[src/rtl/alu8_pkg.sv]
package alu8_pkg;
  localparam int DW = 8;
  localparam int SW = 8;

  localparam int FLG_C = 0;
  localparam int FLG_Z = 1;
  localparam int FLG_V = 6;
  localparam int FLG_N = 7;

  typedef enum logic [3:0] {
    OP_ADC  = 4'h0,
    OP_SBC  = 4'h1,
    OP_CMPA = 4'h2,
    OP_CMPX = 4'h3,
    OP_CMPY = 4'h4,
    OP_AND  = 4'h5,
    OP_ORA  = 4'h6,
    OP_EOR  = 4'h7,
    OP_BIT  = 4'h8,
    OP_ASL  = 4'h9,
    OP_LSR  = 4'hA,
    OP_ROL  = 4'hB,
    OP_ROR  = 4'hC,
    OP_INC  = 4'hD,
    OP_DEC  = 4'hE,
    OP_AXS  = 4'hF
  } alu_op_e;
endpackage

[src/rtl/alu8_addsub.sv]
module alu8_addsub #(
  parameter int DW = 8
) (
  input  logic [DW-1:0] lhs_i,
  input  logic [DW-1:0] rhs_i,
  input  logic          cin_i,
  output logic [DW-1:0] sum_o,
  output logic          cout_o,
  output logic          ovf_o
);
  logic [DW:0] full;

  assign full   = {1'b0, lhs_i} + {1'b0, rhs_i} + {{DW{1'b0}}, cin_i};
  assign sum_o  = full[DW-1:0];
  assign cout_o = full[DW];
  // signed overflow: like-signed inputs, sum sign flipped
  assign ovf_o  = ~(lhs_i[DW-1] ^ rhs_i[DW-1]) & (lhs_i[DW-1] ^ full[DW-1]);
endmodule

[src/rtl/alu8_logic.sv]
module alu8_logic
  import alu8_pkg::*;
#(
  parameter int DW = 8
) (
  input  alu_op_e       op_i,
  input  logic [DW-1:0] a_i,
  input  logic [DW-1:0] m_i,
  output logic [DW-1:0] res_o,
  output logic [DW-1:0] and_o
);
  assign and_o = a_i & m_i;

  always_comb begin
    unique case (op_i)
      OP_ORA:  res_o = a_i | m_i;
      OP_EOR:  res_o = a_i ^ m_i;
      default: res_o = a_i & m_i;
    endcase
  end
endmodule

[src/rtl/alu8_shift.sv]
module alu8_shift
  import alu8_pkg::*;
#(
  parameter int DW = 8
) (
  input  alu_op_e       op_i,
  input  logic [DW-1:0] m_i,
  input  logic          cin_i,
  output logic [DW-1:0] res_o,
  output logic          cout_o
);
  logic          fill_lo;
  logic          fill_hi;
  logic          go_left;
  logic [DW-1:0] shl;
  logic [DW-1:0] shr;

  assign go_left = (op_i == OP_ASL) || (op_i == OP_ROL);
  assign fill_lo = (op_i == OP_ROL) ? cin_i : 1'b0;
  assign fill_hi = (op_i == OP_ROR) ? cin_i : 1'b0;

  for (genvar i = 0; i < DW; i++) begin : g_bit
    if (i == 0) begin : g_lo
      assign shl[i] = fill_lo;
    end else begin : g_mid_l
      assign shl[i] = m_i[i-1];
    end
    if (i == DW - 1) begin : g_hi
      assign shr[i] = fill_hi;
    end else begin : g_mid_r
      assign shr[i] = m_i[i+1];
    end
  end

  assign res_o  = go_left ? shl : shr;
  assign cout_o = go_left ? m_i[DW-1] : m_i[0];
endmodule

[src/rtl/alu8_flags.sv]
module alu8_flags
  import alu8_pkg::*;
#(
  parameter int DW = 8,
  parameter int SW = 8
) (
  input  alu_op_e       op_i,
  input  logic [DW-1:0] res_i,
  input  logic [DW-1:0] m_i,
  input  logic [DW-1:0] and_i,
  input  logic          add_cout_i,
  input  logic          add_ovf_i,
  input  logic          sh_cout_i,
  input  logic [SW-1:0] status_i,
  output logic [SW-1:0] status_o,
  output logic          wr_en_o
);
  always_comb begin
    status_o = status_i;
    wr_en_o  = 1'b1;
    unique case (op_i)
      OP_ADC, OP_SBC: begin
        status_o[FLG_C] = add_cout_i;
        status_o[FLG_V] = add_ovf_i;
      end
      OP_CMPA, OP_CMPX, OP_CMPY: begin
        status_o[FLG_C] = add_cout_i;
        wr_en_o         = 1'b0;
      end
      OP_AXS: status_o[FLG_C] = add_cout_i;
      OP_ASL, OP_LSR, OP_ROL, OP_ROR: status_o[FLG_C] = sh_cout_i;
      default: ;
    endcase

    if (op_i == OP_BIT) begin
      status_o[FLG_Z] = ~|and_i;
      status_o[FLG_N] = m_i[DW-1];
      status_o[FLG_V] = m_i[DW-2];
      wr_en_o         = 1'b0;
    end else begin
      status_o[FLG_Z] = ~|res_i;
      status_o[FLG_N] = res_i[DW-1];
    end
  end
endmodule

[src/rtl/alu8_core.sv]
module alu8_core
  import alu8_pkg::*;
(
  input  logic [3:0]    op_i,
  input  logic [DW-1:0] acc_i,
  input  logic [DW-1:0] idx_x_i,
  input  logic [DW-1:0] idx_y_i,
  input  logic [DW-1:0] operand_i,
  input  logic [SW-1:0] status_i,
  output logic [DW-1:0] result_o,
  output logic [SW-1:0] status_o,
  output logic          wr_en_o
);
  alu_op_e       op;
  logic [DW-1:0] add_l, add_r, add_sum;
  logic          add_ci, add_co, add_ov;
  logic [DW-1:0] lg_res, lg_and;
  logic [DW-1:0] sh_res;
  logic          sh_co;
  logic          cin;

  assign op  = alu_op_e'(op_i);
  assign cin = status_i[FLG_C];

  // single adder serves all arithmetic; subtract is add of inverted operand
  always_comb begin
    add_l  = acc_i;
    add_r  = operand_i;
    add_ci = 1'b0;
    unique case (op)
      OP_ADC:  add_ci = cin;
      OP_SBC:  begin add_r = ~operand_i; add_ci = cin; end
      OP_CMPA: begin add_r = ~operand_i; add_ci = 1'b1; end
      OP_CMPX: begin add_l = idx_x_i; add_r = ~operand_i; add_ci = 1'b1; end
      OP_CMPY: begin add_l = idx_y_i; add_r = ~operand_i; add_ci = 1'b1; end
      OP_AXS:  begin add_l = acc_i & idx_x_i; add_r = ~operand_i; add_ci = 1'b1; end
      OP_INC:  begin add_l = operand_i; add_r = '0; add_ci = 1'b1; end
      OP_DEC:  begin add_l = operand_i; add_r = '1; end
      default: ;
    endcase
  end

  alu8_addsub #(.DW(DW)) u_addsub (
    .lhs_i (add_l),
    .rhs_i (add_r),
    .cin_i (add_ci),
    .sum_o (add_sum),
    .cout_o(add_co),
    .ovf_o (add_ov)
  );

  alu8_logic #(.DW(DW)) u_logic (
    .op_i (op),
    .a_i  (acc_i),
    .m_i  (operand_i),
    .res_o(lg_res),
    .and_o(lg_and)
  );

  alu8_shift #(.DW(DW)) u_shift (
    .op_i  (op),
    .m_i   (operand_i),
    .cin_i (cin),
    .res_o (sh_res),
    .cout_o(sh_co)
  );

  always_comb begin
    unique case (op)
      OP_AND, OP_ORA, OP_EOR:         result_o = lg_res;
      OP_BIT:                         result_o = acc_i;
      OP_ASL, OP_LSR, OP_ROL, OP_ROR: result_o = sh_res;
      default:                        result_o = add_sum;
    endcase
  end

  alu8_flags #(.DW(DW), .SW(SW)) u_flags (
    .op_i      (op),
    .res_i     (result_o),
    .m_i       (operand_i),
    .and_i     (lg_and),
    .add_cout_i(add_co),
    .add_ovf_i (add_ov),
    .sh_cout_i (sh_co),
    .status_i  (status_i),
    .status_o  (status_o),
    .wr_en_o   (wr_en_o)
  );
endmodule

[config.mk]
export PLATFORM = sky130hd
export DESIGN_NAME = alu8_core
export DESIGN_NICKNAME = d
export VERILOG_FILES = /design/src/rtl/alu8_pkg.sv /design/src/rtl/alu8_addsub.sv /design/src/rtl/alu8_logic.sv /design/src/rtl/alu8_shift.sv /design/src/rtl/alu8_flags.sv /design/src/rtl/alu8_core.sv
export SDC_FILE = /design/constraint.sdc
export NUM_CORES = 1
export LEC_CHECK = 0
export BUFFER_PORTS_ARGS = -buffer_cell sky130_fd_sc_hd__buf_2
export CAP_MARGIN = 20
export CORE_AREA = 2 2 73 75
export DETAILED_ROUTE_END_ITERATION = 12
export DIE_AREA = 0 0 75 77
export PLACE_DENSITY_LB_ADDON = 0.1
export SLEW_MARGIN = 10
export SYNTH_ARGS = -nofsm -noshare
export SYNTH_HDL_FRONTEND = slang
export SYNTH_SLANG_ARGS = --single-unit
[constraint.sdc]
create_clock -name vclk -period 7.1
set_input_delay 1.065 -clock vclk [all_inputs]
set_output_delay 1.065 -clock vclk [all_outputs]
set_load 0.005 [all_outputs]
==> impl_metrics.csv <==
group,metric,value,unit
run_status,status,"finished clean",
timing,slew-limit-headroom,50.8,%
global_routing,grt_use_total,26.6,%
timing,rsz0062_at_grt,"false",
placed_design,io_buffers,51,
die,die_height,77,um
die,die-area,0.00578,sq mm
critical_path,path_class,"input pin to primary output",
yosys,synth_area_per_cell,6.69,sq um
placed_design,hpwl,5940,um
final_layout,clock_buffers,0,
critical_path,arrival,4830,ps
pwr,peakVddDrop,0.0000367,V
critical_path,worstPathRequired,6030,ps
final_layout,antenna_cells,0,
critical_path,crit_path_end_kind,"primary output",
clock_network,ctsResizeCount,0,
critical_path,path_cells,"buf_2 > nand2_1 > or3_1 > o21ai_0 > o221ai_1 > fa_1 > fa_1 > nand3_1 > nand2_1 > xnor2_1 > o221ai_2 > a2111oi_2 > nand4b_1 > o21ai_1 > buf_2",
timing,timing.fmax,0.170,GHz
yosys,syn-cell-area,0.00220,sq mm
die,num_rows,26,
pwr,finalPower,0.000237,W
hold_path,hold_class,"input pin to primary output",
final_layout,final_nets,431,
timing,slew_viol_final,0,
timing,worst_pin_slew,738,ps
drt,post-route-drc-count,0,
timing,fin_ws,1210,ps
drt,wire_per_inst,18.1,um
global_routing,antenna_found_initial,0,
drt,drt_iter0_drc,262,
yosys,yosysWarnings,0,
drt,dr.pass1.iters,5,
final_layout,final_cell_mix,"buf_2, a21oi_1, nand2_1, nor2_1, ha_1",
pwr,power_density,98.3,mW/mm^2
final_layout,final_common_cell,"buf_2",
timing,fin_setup_tns,0,ps
die,io_pins,61,
global_routing,grt_pass1_wl,12300,um
global_routing,grt_max_degree,33,
timing,hold_violations,0,
final_layout,nFillCells,550,
final_layout,syn_to_final_growth,9.72,%
final_layout,seqCellArea,0,sq um
yosys,synth_cell_type_count,62,
timing,period_share,83.0,%
final_layout,design_area,0.00241,sq mm
placed_design,place_area,0.00241,sq mm
timing,layout_min_cycle_time,5890,ps
global_routing,grt_pass1_vias,2401,
die,core_area,0.00498,sq mm
yosys,synth_top_area_share,13.1,%
final_layout,drive_above_1_share,20.3,%
drt,ant_nets,0,
die,initial_core_util,44.2,%
critical_path,cp-start-kind,"input pin",
clock_network,post_cts_buffers,0,
placed_design,gp_congestion,0.890,
yosys,seq_area_frac_synth,0,%
timing,hold_ws,2130,ps
clock_network,hold_buffers,0,
drt,routed_wl,7790,um
placed_design,post-place-ws,1260,ps
drt,vias,2684,
flow_run,drv_cap,0,
pwr,power.leakage,1.05,nW
critical_path,path_max_fanout,32,
yosys,synth_top_area_cell,"ha_1",
critical_path,cp_slowest_cell,"buf_2",
critical_path,max_stage_delay,570,ps
die,fp.dieW,75,um
yosys,synth_area_leaders,"ha_1, a21oi_1, nand2_1",
global_routing,grt_overflow,0,
final_layout,layout.sequential_cells,0,
yosys,syn_nets,398,
yosys,synth_cells,329,
timing,setup_viol,0,
drt,avgViaCountPerCell,6.24,
## stage by stage
| stage | util [%] | std cells |
|---|---|---|
| final | 48.5 | 430 |
| after global routing | 48.5 | 430 |
| after CTS | 48.5 | 430 |
| after detailed placement | 48.5 | 430 |
| after global placement | 48.5 | 430 |
| after floorplan | - | 329 |
## cells in the mapped netlist, types with 2 or more instances
cell and number:
nor3_1 5, a2bb2oi_1 3, a21boi_0 2, clkbuf_1 3, a32oi_1 2, a21oi_1 38
xnor2_1 4, or3_1 2, xor2_1 4, a22o_1 3, nor4_1 2, o2bb2ai_1 2
inv_2 3, buf_2 10, inv_1 18, nand2_1 37, nand3_1 10, a32o_1 2
nand2b_1 8, o211ai_1 3, a22oi_1 17, buf_4 8, a31oi_1 2, o221ai_1 14
o221ai_2 2, mux2i_1 7, nor2_1 24, a211o_1 2, nor2b_1 5, fa_1 2
o22ai_1 6, buf_6 3, a21o_1 2, ha_1 23, o21ai_0 22, nor2_2 2
o21ai_1 2
## path summary, 6_finish.rpt
| path | end | slack [ps] | cells past startpoint | startpoint |
|---|---|---|---|---|
| setup / recovery | status_o[1] | 1210 | 15 | op_i[1] |
| hold / removal | status_o[5] | 2130 | 0 | status_i[5] |
## area by class of cell
| class | instances | area, sq um | area share [%] |
|---|---|---|---|
| Multi-Input combinational cell | 282 | 1950 | 80.7 |
| Timing Repair Buffer | 57 | 300 | 12.4 |
| Tap cell | 70 | 87.6 | 3.63 |
| Inverter | 21 | 78.8 | 3.26 |
## cells by family after synthesis
family	Yosys count	synth area share, %
compound gates	137	43.3
simple gates	103	22.2
buf+inv	47	11.5
fa+ha+maj	25	14.9
xor+xnor	9	4.43
mux	8	3.70
## worst max-delay path: cells and delay by family
family,cells,cell delay [ps]
buffers and inverters,2,700
adders and majority gates,2,960
and+or+nand+nor,5,940
xor gates and xnor gates,1,200
AOI/OAI and AO/OA,5,940
## routing by layer
metal  vias up  part of all wire, %  track usage [%]
met3         6                  7.9             1.05
met5         -                    0                0
met2       126                   46             43.9
met4         0                 0.80             1.96
met1      1252                   45             39.4
li1       1300                    -                -
## power breakdown
group / switching (W) / internal [W] / leakage, nW
Sequential: 0 / 0 / 0
Combinational: 0.000140 / 0.0000972 / 1.05
Clock: 0 / 0 / 0
Total: 0.000140 / 0.0000972 / 1.05
No activity file was read; power rests on OpenSTA's default activity.
